[config.mk]
export PLATFORM = sky130hd
export DESIGN_NAME = adcseq_top
export DESIGN_NICKNAME = d
export VERILOG_FILES = /design/src/rtl/adcseq_pkg.sv /design/src/rtl/adcseq_ctrl.sv /design/src/rtl/adcseq_fmt.sv /design/src/rtl/adcseq_regfile.sv /design/src/rtl/adcseq_top.sv
export SDC_FILE = /design/constraint.sdc
export NUM_CORES = 1
export LEC_CHECK = 0
export ABC_AREA = 1
export BUFFER_PORTS_ARGS = -buffer_cell sky130_fd_sc_hd__buf_2
export CAP_MARGIN = 15
export CELL_PAD_IN_SITES_DETAIL_PLACEMENT = 1
export CELL_PAD_IN_SITES_GLOBAL_PLACEMENT = 1
export CORE_ASPECT_RATIO = 0.75
export CORE_MARGIN = 2
export CORE_UTILIZATION = 45
export DETAILED_ROUTE_END_ITERATION = 6
export PLACE_DENSITY = 0.88
export SLEW_MARGIN = 10
export SYNTH_ARGS = -nofsm -noshare
export SYNTH_HDL_FRONTEND = slang
export SYNTH_SLANG_ARGS = --single-unit
[constraint.sdc]
create_clock -name clk -period 1.75 [get_ports clk]
set_input_delay 0.2625 -clock clk [delete_from_list [all_inputs] [get_ports clk]]
set_output_delay 0.2625 -clock clk [all_outputs]
set_load 0.02 [all_outputs]
[src/rtl/adcseq_pkg.sv]
package adcseq_pkg;
  typedef enum logic [1:0] {
    MODE_ONE     = 2'd0,
    MODE_REP_ONE = 2'd1,
    MODE_SEQ     = 2'd2,
    MODE_REP_SEQ = 2'd3
  } seq_mode_e;

  typedef enum logic [1:0] {
    ST_IDLE   = 2'd0,
    ST_LAUNCH = 2'd1,
    ST_WAIT   = 2'd2,
    ST_PARK   = 2'd3
  } seq_state_e;
endpackage

[src/rtl/adcseq_ctrl.sv]
module adcseq_ctrl
  import adcseq_pkg::*;
#(
  parameter int CH_W = 3
) (
  input  logic            clk,
  input  logic            rst_n,
  input  logic            trig,
  input  logic            enable,
  input  logic [1:0]      mode,
  input  logic [CH_W-1:0] start_ch,
  input  logic            left_just,
  input  logic            ovf_clr,
  input  logic            core_done,
  output logic            core_start,
  output logic [CH_W-1:0] core_ch,
  output logic            busy,
  output logic            ovf,
  output logic            dma_req,
  output logic            wr_en,
  output logic [CH_W-1:0] wr_ch,
  output logic            wr_left
);
  seq_state_e      state_q;
  seq_mode_e       mode_q;
  logic [CH_W-1:0] ch_q;
  logic            just_q;
  logic            accept;
  logic            last_conv;
  logic            is_seq;
  logic            is_rep;

  assign is_seq    = mode_q[1];
  assign is_rep    = mode_q[0];
  assign busy      = (state_q == ST_LAUNCH) || (state_q == ST_WAIT);
  assign accept    = (state_q == ST_IDLE) && trig && enable;
  assign core_start = (state_q == ST_LAUNCH);
  assign core_ch   = ch_q;
  assign wr_en     = (state_q == ST_WAIT) && core_done;
  assign wr_ch     = ch_q;
  assign wr_left   = just_q;
  assign last_conv = !is_seq || (ch_q == '0);

  always_ff @(posedge clk or negedge rst_n) begin
    if (!rst_n) begin
      state_q <= ST_IDLE;
      mode_q  <= MODE_ONE;
      ch_q    <= '0;
      just_q  <= 1'b0;
      dma_req <= 1'b0;
    end else begin
      dma_req <= 1'b0;
      unique case (state_q)
        ST_IDLE: begin
          if (accept) begin
            mode_q  <= seq_mode_e'(mode);
            ch_q    <= start_ch;
            just_q  <= left_just;
            state_q <= ST_LAUNCH;
          end
        end
        ST_LAUNCH: state_q <= ST_WAIT;
        ST_WAIT: begin
          if (core_done) begin
            if (last_conv) begin
              dma_req <= 1'b1;
              state_q <= is_rep ? ST_IDLE : ST_PARK;
            end else begin
              ch_q    <= ch_q - 1'b1;
              state_q <= ST_LAUNCH;
            end
          end
        end
        ST_PARK: begin
          if (!enable) state_q <= ST_IDLE;
        end
        default: state_q <= ST_IDLE;
      endcase
    end
  end

  always_ff @(posedge clk or negedge rst_n) begin
    if (!rst_n)               ovf <= 1'b0;
    else if (trig && busy)    ovf <= 1'b1;
    else if (ovf_clr)         ovf <= 1'b0;
  end
endmodule

[src/rtl/adcseq_fmt.sv]
module adcseq_fmt #(
  parameter int RES_W  = 10,
  parameter int WORD_W = 16
) (
  input  logic [RES_W-1:0]  raw,
  input  logic              left,
  output logic [WORD_W-1:0] word
);
  localparam int PAD_W = WORD_W - RES_W;

  always_comb begin
    if (left) word = {raw, {PAD_W{1'b0}}};
    else      word = {{PAD_W{1'b0}}, raw};
  end
endmodule

[src/rtl/adcseq_regfile.sv]
module adcseq_regfile #(
  parameter int NCH    = 8,
  parameter int CH_W   = 3,
  parameter int WORD_W = 16
) (
  input  logic              clk,
  input  logic              rst_n,
  input  logic              wr_en,
  input  logic [CH_W-1:0]   wr_ch,
  input  logic [WORD_W-1:0] wr_word,
  input  logic [CH_W-1:0]   rd_ch,
  output logic [WORD_W-1:0] rd_word
);
  logic [WORD_W-1:0] entry_q [NCH];

  for (genvar g = 0; g < NCH; g++) begin : g_entry
    always_ff @(posedge clk or negedge rst_n) begin
      if (!rst_n)
        entry_q[g] <= '0;
      else if (wr_en && (wr_ch == CH_W'(g)))
        entry_q[g] <= wr_word;
    end
  end

  assign rd_word = entry_q[rd_ch];
endmodule

[src/rtl/adcseq_top.sv]
module adcseq_top #(
  parameter int NCH    = 8,
  parameter int RES_W  = 10,
  parameter int WORD_W = 16
) (
  input  logic                     clk,
  input  logic                     rst_n,
  input  logic                     trig,
  input  logic                     enable,
  input  logic [1:0]               mode,
  input  logic [$clog2(NCH)-1:0]   start_ch,
  input  logic                     left_just,
  input  logic                     ovf_clr,
  output logic                     core_start,
  output logic [$clog2(NCH)-1:0]   core_ch,
  input  logic                     core_done,
  input  logic [RES_W-1:0]         core_data,
  output logic                     busy,
  output logic                     ovf,
  output logic                     dma_req,
  input  logic [$clog2(NCH)-1:0]   rd_ch,
  output logic [WORD_W-1:0]        rd_data
);
  localparam int CH_W = $clog2(NCH);

  logic              wr_en;
  logic [CH_W-1:0]   wr_ch;
  logic              wr_left;
  logic [WORD_W-1:0] wr_word;

  adcseq_ctrl #(.CH_W(CH_W)) u_ctrl (
    .clk(clk), .rst_n(rst_n), .trig(trig), .enable(enable), .mode(mode),
    .start_ch(start_ch), .left_just(left_just), .ovf_clr(ovf_clr),
    .core_done(core_done), .core_start(core_start), .core_ch(core_ch),
    .busy(busy), .ovf(ovf), .dma_req(dma_req), .wr_en(wr_en),
    .wr_ch(wr_ch), .wr_left(wr_left)
  );

  adcseq_fmt #(.RES_W(RES_W), .WORD_W(WORD_W)) u_fmt (
    .raw(core_data), .left(wr_left), .word(wr_word)
  );

  adcseq_regfile #(.NCH(NCH), .CH_W(CH_W), .WORD_W(WORD_W)) u_rf (
    .clk(clk), .rst_n(rst_n), .wr_en(wr_en), .wr_ch(wr_ch),
    .wr_word(wr_word), .rd_ch(rd_ch), .rd_word(rd_data)
  );
endmodule

# Yosys cells after proc, flatten, opt, wreduce, memory -nomap -nowiden
# Index checks and enable logic that the tools add are counted.
# word_totals
regBits,138
input_bits,25
output_inout_bits,23
word_cells,72
# classes
n_addsub,1
n_lt_le_gt_ge,1
eq_ne,14
muxes,19
bitwise,1
n_reduce_logical,22
# ops
op,count
16-bit binary-select mux with 3-bit select,1
16-bit 2-to-1 mux,3
3-bit == test (second input constant),4
1-bit logical AND,12
2-bit 2-to-1 mux,5
3-bit 2-to-1 mux,3
2-bit one-hot mux with 4 select lines,1
3-bit by 2-bit == test with 1-bit output (second input constant),2
2-bit != test (second input constant),3
3-bit one-hot mux with 2 select lines,1
1-bit 2-to-1 mux,5
2-bit == test (second input constant),2
4-bit greater-or-equal comparator (second input constant),1
3-bit NOT with 4-bit output,1
4-bit AND reduction,1
2-bit nonzero test,2
3-bit by 1-bit == test with 1-bit output (second input constant),1
3-bit logical NOT,1
3-bit AND reduction,1
3-bit by 1-bit subtractor with 3-bit output (second input constant),1
2-bit by 1-bit == test with 1-bit output (second input constant),1
2-bit logical NOT,1
1-bit logical OR,2
2-bit by 1-bit != test with 1-bit output (second input constant),1
other kinds (2),2

# Longest topological paths before layout
# Gate-level depths: netlist (run 1).
# depth
depth_word,5
ltp_mapped,10
mapped_depth_nobuf,9

# By module
# Synthesis (run 1) repeated with hierarchy kept, for this count alone.
# unflattened
hier_cells,990
area_unflattened_um2,7071.8
# modules_own_cells
module,n_inst,cells_each,area_per_inst_um2,seq_area_each_um2
adcseq_regfile,1,867,6277.3,3203.1
adcseq_ctrl,1,84,629.4,250.2
adcseq_fmt,1,39,165.2,0.0

# Worst setup path before layout (run 1)
# Ideal clock, no wire load.
# synth_path
kind,register to register
startpoint,register u_ctrl.state_q[0]
endpoint,register u_rf.entry_q[75] in the netlist's numbering
setup_time_ps,122
arrival_time_ps,1441
required_time_ps,1628
setup_slack_ps,187
path_stages_with_launch,11
path_buffers,1
period_less_slack_ps,1563
path_cell_list,dfrtp_1 -> inv_1 -> ha_1 -> nand2_4 -> inv_2 -> nand2_2 -> nor2_4 -> inv_2 -> buf_6 -> nand2_1 -> o21ai_2
# synth_between
elab_chain_len,3
# synth_lines
item,line,rtl
start: declaration,adcseq_ctrl.sv:24,seq_state_e state_q;
start signal: assignment,adcseq_ctrl.sv:67,state_q <= is_rep ? ST_IDLE : ST_PARK;
2-bit == test,adcseq_ctrl.sv:39,assign wr_en = (state_q == ST_WAIT) && core_done;
1-bit logical AND,adcseq_ctrl.sv:39,
1-bit logical AND,adcseq_regfile.sv:20,else if (wr_en && (wr_ch == CH_W'(g)))
end signal: indexed assignment,adcseq_regfile.sv:21,entry_q[g] <= wr_word;
end: declaration,adcseq_regfile.sv:14,logic [WORD_W-1:0] entry_q [NCH];
# Every way passes these cells.
# A chain may end at the register's enable or synchronous reset.

# Worst setup path in the final report (run 1)
# layout_path
startpoint,register u_ctrl.state_q[0]
endpoint,register u_rf.entry_q[65] in the netlist's numbering
# The elaborated chain is that of the path after synthesis.

==> flow_summary.yaml, run 1 <==
placement:
  setup_slack_after_placement_ps: -13.4
  globalplace.congestion: 0.832
  dp.final_hpwl_mm: 14.6
  dpl-instance-area_um2: 7600
  placement.io_buffers: 47
sta:
  rsz0062_at_grt: "true"
  setup-tns-final_ps: 0
  fmax_ghz: 0.575
  worst_slew_margin_rel_pct: 34.6
  min_period_over_period_pct: 99.4
  final-setup-viol-count: 0
  final_critical_path_setup_slack_ps: 10.8
  worst_pin_slew_ps: 978
  drv_slew: 0
  post-route-min-period_ps: 1740
  fin_worst_skew_ps: 10.3
  finalHoldViolations: 0
yosys:
  synth_mux_area_share_pct: 0
  yosys_warnings: 0
  count_of_state_elements_after_synthesis: 138
  syn-mean-instance-area_um2: 7.42
  synth_area_in_compound_gates_pct: 11.7
  synth_area_leaders: "sky130_fd_sc_hd__dfrtp_1 50%, sky130_fd_sc_hd__nand2_1 20%, sky130_fd_sc_hd__o21ai_0 9.1%, sky130_fd_sc_hd__inv_1 6.1%, sky130_fd_sc_hd__nand3_1 3.5%"
  synth-edff-count: 0
  synth_sequential_area_ratio_pct: 49.7
  yosys.area_share.xor_xnor_pct: 0
  synthCells: 936
  synthFlopType: "sky130_fd_sc_hd__dfrtp_1"
  netlist.top_cell.by_area: "sky130_fd_sc_hd__dfrtp_1"
  mappedNetlistArea_um2: 6950
  postSynth.asyncResetShare_pct: 100
  synthAdderAreaFrac_pct: 1.80
  yosys.area_share.simple_pct: 27.0
  synth.distinct_cells: 23
  largest_family_of_logic_cells_by_synthesized_area: "simple AND/OR/NAND/NOR gates"
  synth.net_count: 971
  synth.top_cell.area_share_pct: 49.7
setup_path:
  cpPeakStageDelay_ps: 430
  worst-r2r-setup-slack_ps: 10
  cp_data_arrival_time_ps: 2080
  critical-path-slowest-cell: "sky130_fd_sc_hd__dfrtp_2"
  timing_startpoint_of_the_critical_path: "u_ctrl.state_q[0]"
  worstReg2RegStart: "u_ctrl.state_q[0]"
  critPathRequiredTime_ps: 2090
  crit_path_max_fanout: 8
  crit_path_kind: "reg2reg"
  cpMostUsedCell: "sky130_fd_sc_hd__inv_2"
  crit_chain: "inv_2 > ha_2 > nand2_4 > inv_2 > nand2_2 > nor2_4 > buf_4 > buf_8 > nand2_1 > o21ai_0"
  startpoint_type: "flip-flop"
  reg2reg_depth: 10
  worst_setup_path_end_kind: "flip-flop"
  cp-endpoint: "u_rf.entry_q[65]"
  reg2reg_to: "u_rf.entry_q[65]"
finish:
  layout_common_cells: "370 x sky130_fd_sc_hd__nand2_1, 136 x sky130_fd_sc_hd__dfrtp_1, 117 x sky130_fd_sc_hd__o21ai_0, 106 x sky130_fd_sc_hd__inv_1, 44 x sky130_fd_sc_hd__nand3_1"
  layout.cells.most_common: "sky130_fd_sc_hd__nand2_1"
  syn_to_final_growth_pct: 21.7
  number_of_antenna_diodes: 0
  layout.cell_area.non_filler_um2: 8460
  fillerInstances: 1866
  fraction_of_final_layout_cells_with_drive_strength_greater_than_1_pct: 17.1
  finalNetCount: 1039
clock_network:
  htree_levels: 4
  cts_buffers: 17
  cts.reportedPaths.clkPinSlew_ps: 60
  tritoncts_num_sinks: 138
  clock_tree_from_tritoncts: "built"
  clk_root_buffer_cell: "sky130_fd_sc_hd__clkbuf_16"
  worstSkewPairLatency_ps: 430
  buffer_levels_on_the_longest_clock_path: 2
power_and_ir_drop:
  power.share.combinational_pct: 34.1
  power.internal_w: 0.00875
  clock_power_share_pct: 28.4
  peakVddDrop_mv: 0.803
  p_total_w: 0.0140
  sw_frac_of_total_pct: 37.6
  net-switching-power_w: 0.00526
  total_leakage_power_nw: 4.37
  portion_of_total_power_attributed_to_sequential_cells_pct: 37.6
  power_density_nw_per_um2: 1660
routing:
  routedWlPerCell_um: 19.9
  ant_nets: 0
  routed_wirelength_mm: 24.3
  dr.first_iter.drc_count: 514
  dr_total_vias: 6699
  drt-vias-per-instance: 5.49
  drc: 0
  firstDrtPassIters: 5
floorplan:
  placeableCoreArea_um2: 15200
  dieArea_um2: 16500
  initial_core_util_pct: 45.8
  top_level_ports: 48
  die-width_um: 147
  die_h_um: 112
  fp-row-count: 39
global_route:
  first_global_vias: 7219
  grt_start_max_net_pins: 60
  number_of_antenna_violations_at_the_first_check_in_global_routing: 0
  grt-ovfl-total: 0
  grt_first_pass_wirelength_mm: 37.6
  grt_usage_pct: 29.6
status:
  status: "completed"
run:
  max_cap_violations: 0
min_path:
  min-delay-path-class: "in2reg"
## layer usage
metal  track usage (%)  routed length, um
met5                 0                  0
met4              10.6                355
met3              5.41               1490
met2              49.8              12000
met1              38.8              10500
## cells in the mapped netlist, types with 5 or more instances
| cell type | number |
|---|---|
| sky130_fd_sc_hd__o21ai_1 | 10 |
| sky130_fd_sc_hd__buf_2 | 25 |
| sky130_fd_sc_hd__nor2_1 | 33 |
| sky130_fd_sc_hd__o21ai_0 | 126 |
| sky130_fd_sc_hd__a21oi_1 | 5 |
| sky130_fd_sc_hd__dfrtp_1 | 138 |
| sky130_fd_sc_hd__ha_1 | 10 |
| sky130_fd_sc_hd__inv_1 | 113 |
| sky130_fd_sc_hd__clkbuf_1 | 17 |
| sky130_fd_sc_hd__nand3_1 | 49 |
| sky130_fd_sc_hd__nand2_1 | 377 |
| sky130_fd_sc_hd__o21ai_2 | 12 |
| sky130_fd_sc_hd__inv_2 | 5 |
## worst max-delay path: cells and delay by family, from the launching register on
kind	cells	cell delay (ps)
compound gates	1	120
flops	1	430
fa+ha+maj	1	210
buf+inv	4	450
simple gates	4	430
## sequential cells by signal, indices dropped and copies added, names as in the netlist
signal	flops
u_ctrl.state_q	2
u_ctrl.ovf	1
u_ctrl.wr_left	1
u_ctrl.dma_req	1
u_ctrl.core_ch	3
u_rf.entry_q	128
u_ctrl.mode_q	2
## final cells by class
cell class	instances	area (um^2)	area share [%]
Multi-Input combinational cell	631	2870	33.9
Sequential cell	138	3460	40.9
Clock inverter	9	170	2.01
Clock buffer	21	460	5.44
Inverter	119	455	5.38
Tap cell	205	256	3.03
Timing Repair Buffer	97	792	9.36
## per-stage QoR
step | cells | hold slack (ps) | util (%)
5_1_grt | 1220 | 45.0 | 55.7
3_5_place_dp | 1178 | 218 | 50.1
6_report | 1220 | 18.3 | 55.7
2_1_floorplan | 936 | -33.1 | -
4_1_cts | 1211 | 5.81 | 54.5
3_3_place_gp | 1178 | 214 | 50.1
## power by group through the flow
stage	sequential (W)	combinational, W	clock (W)
2_1_floorplan	0.00509	0.00291	0
4_1_cts	0.00521	0.00450	0.00398
3_5_place_dp	0.00522	0.00433	0
6_report	0.00526	0.00477	0.00398
5_1_grt	0.00538	0.00537	0.00415
3_3_place_gp	0.00513	0.00408	0
## cell families (layout without fill, tap and decap cells)
family / count (synthesis) / after routing
adder cells (fa/ha/maj): 10 / 10
AND/OR/NAND/NOR: 468 / 468
buffers and inverters: 167 / 246
flip-flops: 138 / 138
AO/OA/AOI/OAI: 153 / 153
## worst min path at each step
| stage | start | to | depth (start not counted) |
|---|---|---|---|
| 3_3_place_gp | rst_n | u_rf.entry_q[52] | 1 |
| 6_report | ovf_clr | u_ctrl.ovf | 2 |
| 2_1_floorplan | rst_n | u_ctrl.core_ch[0] | 0 |
| 3_5_place_dp | rst_n | u_rf.entry_q[11] | 1 |
| 5_1_grt | ovf_clr | u_ctrl.ovf | 2 |
| 4_1_cts | ovf_clr | u_ctrl.ovf | 2 |
## repair_timing
action / CTS / global route
hold buffers: 1 / 0
setup endpoints to repair: 21 / 69
cloned: 0 / 1
hold endpoints to repair: 37 / 0
pin swaps: 1 / 5
gates resized for setup: 8 / 46
buffers inserted: 2 / 8
No activity file was read; power rests on OpenSTA's default activity.
==> inputs of run 2 (changes only) <==
--- a/config.mk
+++ b/config.mk
@@ -5,16 +5,15 @@
 export SDC_FILE = /design/constraint.sdc
 export NUM_CORES = 1
 export LEC_CHECK = 0
-export ABC_AREA = 1
-export BUFFER_PORTS_ARGS = -buffer_cell sky130_fd_sc_hd__buf_2
 export CAP_MARGIN = 15
 export CELL_PAD_IN_SITES_DETAIL_PLACEMENT = 1
 export CELL_PAD_IN_SITES_GLOBAL_PLACEMENT = 1
 export CORE_ASPECT_RATIO = 0.75
 export CORE_MARGIN = 2
-export CORE_UTILIZATION = 45
+export CORE_UTILIZATION = 50
 export DETAILED_ROUTE_END_ITERATION = 6
-export PLACE_DENSITY = 0.88
+export DONT_BUFFER_PORTS = 1
+export PLACE_DENSITY = 0.86
 export SLEW_MARGIN = 10
 export SYNTH_ARGS = -nofsm -noshare
 export SYNTH_HDL_FRONTEND = slang
==> run 2 against run 1 <==
The flow now finishes with violations (negative hold slack, negative setup slack). Clock-buffer cell count up 2. Final area is 13% lower. Cell count decreased by 37%. Die area shrank 17%.
==> flow_summary.yaml, run 2 <==
status:
  status: "finished with violations"
  failing_checks: "negative hold slack, negative setup slack"
setup_path:
  cp_data_arrival_time_ps: 1660
  critPathRequiredTime_ps: 1490
  cpPeakStageDelay_ps: 510
  worstReg2RegStart: "u_ctrl.state_q[1]"
  critical-path-slowest-cell: "sky130_fd_sc_hd__mux4_2"
  crit_chain: "mux4_2 > mux2_4"
  timing_startpoint_of_the_critical_path: "u_rf.entry_q[23]"
  worst_setup_path_end_kind: "primary output"
  crit_path_max_fanout: 2
  crit_path_kind: "reg2out"
  startpoint_type: "flip-flop"
finish:
  largest_register_ff_count: 128
  finalNetCount: 633
  fillerInstances: 1310
  layout_common_cells: "140 x sky130_fd_sc_hd__nand2_1, 137 x sky130_fd_sc_hd__dfrtp_1, 133 x sky130_fd_sc_hd__o21ai_0, 46 x sky130_fd_sc_hd__buf_4, 32 x sky130_fd_sc_hd__mux4_2"
  stdcell_count: 772
  fraction_of_final_layout_cells_with_drive_strength_greater_than_1_pct: 21.5
  layout.cells.most_common: "sky130_fd_sc_hd__nand2_1"
  number_of_antenna_diodes: 0
  syn_to_final_growth_pct: 15.5
  largest-register: "u_rf.entry_q"
yosys:
  postSynth.asyncResetShare_pct: 100
  synth.top_cell.area_share_pct: 54.4
  mappedNetlistArea_um2: 6350
  syn-mean-instance-area_um2: 11.3
  synth.top_cells.by_count: "140 x sky130_fd_sc_hd__nand2_1, 138 x sky130_fd_sc_hd__dfrtp_1, 133 x sky130_fd_sc_hd__o21ai_0"
  synthCells: 564
  count_of_state_elements_after_synthesis: 138
  synthFlopType: "sky130_fd_sc_hd__dfrtp_1"
  synth_sequential_area_ratio_pct: 54.4
  yosys_warnings: 0
  synth.distinct_cells: 35
  post-synth-top-count-cell: "sky130_fd_sc_hd__nand2_1"
  synth.net_count: 599
  synth-edff-count: 0
  synth_area_leaders: "sky130_fd_sc_hd__dfrtp_1 54%, sky130_fd_sc_hd__mux4_1 12%, sky130_fd_sc_hd__o21ai_0 10%, sky130_fd_sc_hd__nand2_1 8.3%, sky130_fd_sc_hd__mux2_2 3.4%"
  netlist.top_cell.by_area: "sky130_fd_sc_hd__dfrtp_1"
global_route:
  grt_usage_pct: 28.3
  first_global_vias: 5109
  grt-ovfl-total: 0
  number_of_antenna_violations_at_the_first_check_in_global_routing: 0
  grt_start_max_net_pins: 139
  grt_first_pass_wirelength_mm: 28.6
power_and_ir_drop:
  net-switching-power_w: 0.00425
  power.internal_w: 0.00830
  power_density_nw_per_um2: 1710
  portion_of_total_power_attributed_to_sequential_cells_pct: 42.3
  p_total_w: 0.0126
  clock_power_share_pct: 26.2
  total_leakage_power_nw: 3.34
  power.share.combinational_pct: 31.5
  peakVddDrop_mv: 0.798
  sw_frac_of_total_pct: 33.9
clock_network:
  clk_root_buffer_cell: "sky130_fd_sc_hd__clkbuf_16"
  cts_buffers: 17
  hold_buffers: 4
  buffer_levels_on_the_longest_clock_path: 2
  tritoncts_num_sinks: 138
  htree_levels: 4
  worstSkewPairLatency_ps: 410
  clock_tree_from_tritoncts: "built"
  cts.reportedPaths.clkPinSlew_ps: 50
sta:
  worst_pin_slew_ps: 700
  fmax_ghz: 0.521
  drv_slew: 0
  hold_ws_ps: -457
  finalHoldViolations: 138
  min_period_over_period_pct: 110
  setup-tns-final_ps: -1850
  rsz0062_at_grt: "true"
  final_critical_path_setup_slack_ps: -170
  final-setup-viol-count: 16
  fin_worst_skew_ps: 8.64
  post-route-min-period_ps: 1920
  worst_slew_margin_rel_pct: 53.3
floorplan:
  die_h_um: 102
  top_level_ports: 48
  dieArea_um2: 13600
  fp-row-count: 35
  placeableCoreArea_um2: 12300
  initial_core_util_pct: 51.4
  die-width_um: 134
routing:
  ant_nets: 0
  firstDrtPassIters: 4
  dr_total_vias: 4666
  routedWlPerCell_um: 23.6
  drt-vias-per-instance: 6.04
  drc: 0
  routed_wirelength_mm: 18.2
  dr.first_iter.drc_count: 357
min_path:
  min-delay-path-class: "in2async"
placement:
  globalplace.congestion: 0.816
  placed_cells_incl_taps: 712
  dp.final_hpwl_mm: 10.4
  setup_slack_after_placement_ps: -96.9
  placement.io_buffers: 0
run:
  max_cap_violations: 0
[run 2: through the flow]
step                      area, um^2  util [%]
after floorplan                 6350         -
after global placement          6580      53.3
after detailed placement        6580      53.3
after CTS                       7190      58.2
after global routing            7330      59.4
final                           7330      59.4
[run 2: power groups by stage]
stage | registers, W | logic (W) | clock network (W)
after global placement | 0.00507 | 0.00295 | 0
after global routing | 0.00542 | 0.00436 | 0.00346
after CTS | 0.00525 | 0.00363 | 0.00333
final | 0.00531 | 0.00396 | 0.00329
after floorplan | 0.00494 | 0.00247 | 0
after detailed placement | 0.00522 | 0.00324 | 0
[run 2: logic make-up after synthesis]
group	Yosys count	synth area share (%)
multiplexers	55	17.0
buffers and inverters	46	3.31
AO/OA/AOI/OAI	147	12.1
adder cells (fa/ha/maj)	10	1.97
AND/OR/NAND/NOR	168	11.3
flip-flops	138	54.4
[run 2: path summary, 6_finish.rpt]
kind | endpoint | depth (start not counted) | slack (ps)
worst max-delay path | rd_data[7] | 2 | -170
worst min-delay path | u_rf.entry_q[16] | 0 | -460
worst max register to register | u_ctrl.state_q[1] | 6 | 70
worst min register to register | u_rf.entry_q[43] | 2 | 480
max in group asynchronous | u_rf.entry_q[52] | 0 | 2010
min in group clk | u_ctrl.mode_q[0] | 1 | 20
[run 2: final cells by class]
cell class	count	area (um^2)	area share, %
clock inverters	4	45.0	0.614
clock buffers	23	478	6.52
repair buffers	54	465	6.35
inverters	7	26.3	0.358
well taps	166	208	2.83
flip-flops and latches	138	3450	47.1
multi-input cells	380	2660	36.2
[run 2: critical path: cells and delay by family, from the launching register on]
family / cells / cell delay [ps]
flops: 1 / 400
mux: 2 / 850
[run 2: repair_timing]
| action | CTS | global route |
|---|---|---|
| gates resized for setup | 45 | 4 |
| endpoints found under the hold margin | 141 | 138 |
| pin swaps | 1 | 1 |
| setup endpoints to repair | 58 | 46 |
| buffers inserted | 12 | 17 |
| cloned | 0 | 0 |
[run 2: layer usage]
layer,up-vias,share of wire (%),wire (um),GRT usage [%]
li1,2045,-,-,-
met1,2477,43,7850,35.7
met2,113,51,9290,49.1
met3,31,3.8,701,6.16
met4,0,2.1,381,9.80
met5,-,0,0,0
==> inputs of run 3 (changes only) <==
--- a/config.mk
+++ b/config.mk
@@ -13,7 +13,9 @@
 export CORE_UTILIZATION = 50
 export DETAILED_ROUTE_END_ITERATION = 6
 export DONT_BUFFER_PORTS = 1
+export GPL_TIMING_DRIVEN = 0
 export PLACE_DENSITY = 0.86
+export SKIP_CTS_REPAIR_TIMING = 1
 export SLEW_MARGIN = 10
 export SYNTH_ARGS = -nofsm -noshare
 export SYNTH_HDL_FRONTEND = slang
==> run 3 against run 2 <==
The flow still finishes with violations (negative hold slack, negative setup slack). Sequential share of layout area shrank 1.4 points. Die area did not move. Critical path depth increased by 1. Global-route usage up 3.5 points. Clock power increased by 15%. Total power increased by 6.5%. Sequential power increased by 0.9%. Worst hold slack got worse by 24 ps. Clock skew up 1.2 ps. Fmax fell by 4.2%. Via count is 12% higher.
==> flow_summary.yaml, run 3 (synthesis results as in run 2) <==
clock_network:
  tritoncts_num_sinks: 138
  worstSkewPairLatency_ps: 440
  clock_tree_from_tritoncts: "built"
  cts.reportedPaths.clkPinSlew_ps: 60
  clk_root_buffer_cell: "sky130_fd_sc_hd__clkbuf_16"
  cts_buffers: 17
  buffer_levels_on_the_longest_clock_path: 2
  htree_levels: 4
sta:
  min_period_over_period_pct: 114
  finalHoldViolations: 138
  fmax_ghz: 0.499
  post-route-min-period_ps: 2000
  hold_ws_ps: -481
  final_critical_path_setup_slack_ps: -253
  drv_slew: 0
  final-setup-viol-count: 37
  worst_slew_margin_rel_pct: 39.5
  fin_worst_skew_ps: 9.85
  rsz0062_at_grt: "true"
  worst_pin_slew_ps: 907
floorplan:
  fp-row-count: 35
  dieArea_um2: 13600
  placeableCoreArea_um2: 12300
  die_h_um: 102
  initial_core_util_pct: 51.4
  die-width_um: 134
  top_level_ports: 48
placement:
  globalplace.congestion: 0.889
  dp.final_hpwl_mm: 13.3
  placement.io_buffers: 0
  setup_slack_after_placement_ps: -545
global_route:
  grt_usage_pct: 31.8
  number_of_antenna_violations_at_the_first_check_in_global_routing: 0
  grt-ovfl-total: 0
  grt_first_pass_wirelength_mm: 31.0
  first_global_vias: 5257
  grt_start_max_net_pins: 139
finish:
  number_of_antenna_diodes: 0
  register_area_um2: 3460
  layout_common_cells: "139 x sky130_fd_sc_hd__nand2_1, 135 x sky130_fd_sc_hd__dfrtp_1, 118 x sky130_fd_sc_hd__o21ai_0, 37 x sky130_fd_sc_hd__buf_4, 31 x sky130_fd_sc_hd__mux4_2"
  area_used_by_multi_input_combinational_logic_um2: 2680
  fin_util_pct: 61.3
  finalNetCount: 653
  syn_to_final_growth_pct: 19.2
  layout.cells.most_common: "sky130_fd_sc_hd__nand2_1"
  largest-register: "u_rf.entry_q"
  fillerInstances: 1301
  largest_register_ff_count: 128
  fraction_of_final_layout_cells_with_drive_strength_greater_than_1_pct: 25.8
setup_path:
  cpPeakStageDelay_ps: 660
  reg2reg_to: "u_ctrl.core_ch[0]"
  worstReg2RegStart: "u_ctrl.state_q[1]"
  crit_chain: "buf_1 > mux4_2 > mux2_4"
  timing_startpoint_of_the_critical_path: "rd_ch[1]"
  critPathRequiredTime_ps: 1490
  startpoint_type: "input pin"
  crit_path_kind: "in2out"
  critical-path-slowest-cell: "sky130_fd_sc_hd__buf_1"
  worst-r2r-setup-slack_ps: -80
  cp-endpoint: "rd_data[9]"
  crit_path_max_fanout: 10
  cp_data_arrival_time_ps: 1740
  reg2reg_depth: 6
  worst_setup_path_end_kind: "primary output"
routing:
  drc: 0
  dr.first_iter.drc_count: 612
  drt-vias-per-instance: 6.56
  firstDrtPassIters: 5
  routedWlPerCell_um: 28.7
  routed_wirelength_mm: 22.9
  ant_nets: 0
  dr_total_vias: 5229
run:
  max_cap_violations: 0
power_and_ir_drop:
  power_density_nw_per_um2: 1770
  sw_frac_of_total_pct: 36.6
  net-switching-power_w: 0.00489
  clock_power_share_pct: 28.3
  total_leakage_power_nw: 3.43
  portion_of_total_power_attributed_to_sequential_cells_pct: 40.1
  power.share.combinational_pct: 31.5
  power.internal_w: 0.00848
  peakVddDrop_mv: 1.18
status:
  failing_checks: "negative hold slack, negative setup slack"
  status: "finished with violations"
min_path:
  min-delay-path-class: "in2async"
## run 3: cell types whose count changed in the layout (fill, tap and decap cells not counted), sizes merged
| cell | before | now |
|---|---|---|
| clkinv | 3 | 6 |
| buf | 50 | 63 |
| bufinv | 1 | 3 |
| clkbuf | 23 | 25 |
| inv | 7 | 9 |
| clkinvlp | 0 | 3 |
## run 3: metrics by stage
stage                     setup TNS, ps  instance area [um^2]  total power [W]  instances
after global placement           -20010                  6560          0.00808        730
final                             -3370                  7570           0.0134        797
after detailed placement         -37130                  6560          0.00856        730
after global routing              -7180                  7570           0.0139        797
after CTS                        -45690                  7170           0.0124        762
after floorplan                       0                  6350          0.00740        564
## run 3: worst max-delay path, delay by kind of cell
family | cells | cell delay, ps
muxes | 2 | 810
buffers and inverters | 1 | 660
## run 3: how the worst min path moves through the flow
stage,start,end,cells after the start
floorplan,rst_n,u_ctrl.core_ch[0],0
global route,rst_n,u_ctrl.mode_q[0],0
detailed placement,rst_n,u_rf.entry_q[51],0
CTS,rst_n,u_rf.entry_q[51],0
global placement,rst_n,u_rf.entry_q[19],0
finish,rst_n,u_rf.entry_q[51],0
## run 3: final cells by class
class | instances | share of cell area (%)
Buffer | 39 | 4.20
Clock buffer | 18 | 5.80
Clock inverter | 14 | 2.27
Inverter | 7 | 0.347
Multi-Input combinational cell | 380 | 35.4
Sequential cell | 138 | 45.7
Tap cell | 166 | 2.75
Timing Repair Buffer | 35 | 3.57
## run 3: power groups by stage
| stage | Clock (W) | Combinational, W | Sequential (W) |
|---|---|---|---|
| 6_report | 0.00379 | 0.00421 | 0.00536 |
| 5_1_grt | 0.00391 | 0.00453 | 0.00544 |
| 3_3_place_gp | 0 | 0.00302 | 0.00506 |
| 4_1_cts | 0.00378 | 0.00345 | 0.00519 |
| 2_1_floorplan | 0 | 0.00247 | 0.00494 |
| 3_5_place_dp | 0 | 0.00335 | 0.00521 |
## run 3: metal layers
layer | vias to the layer above | track usage (%) | routed length, um
met2 | 310 | 53.3 | 11500
met1 | 2760 | 39.8 | 8930
met5 | - | 0 | 0
met4 | 0 | 12.8 | 750
met3 | 70 | 8.76 | 1720
li1 | 2089 | - | -
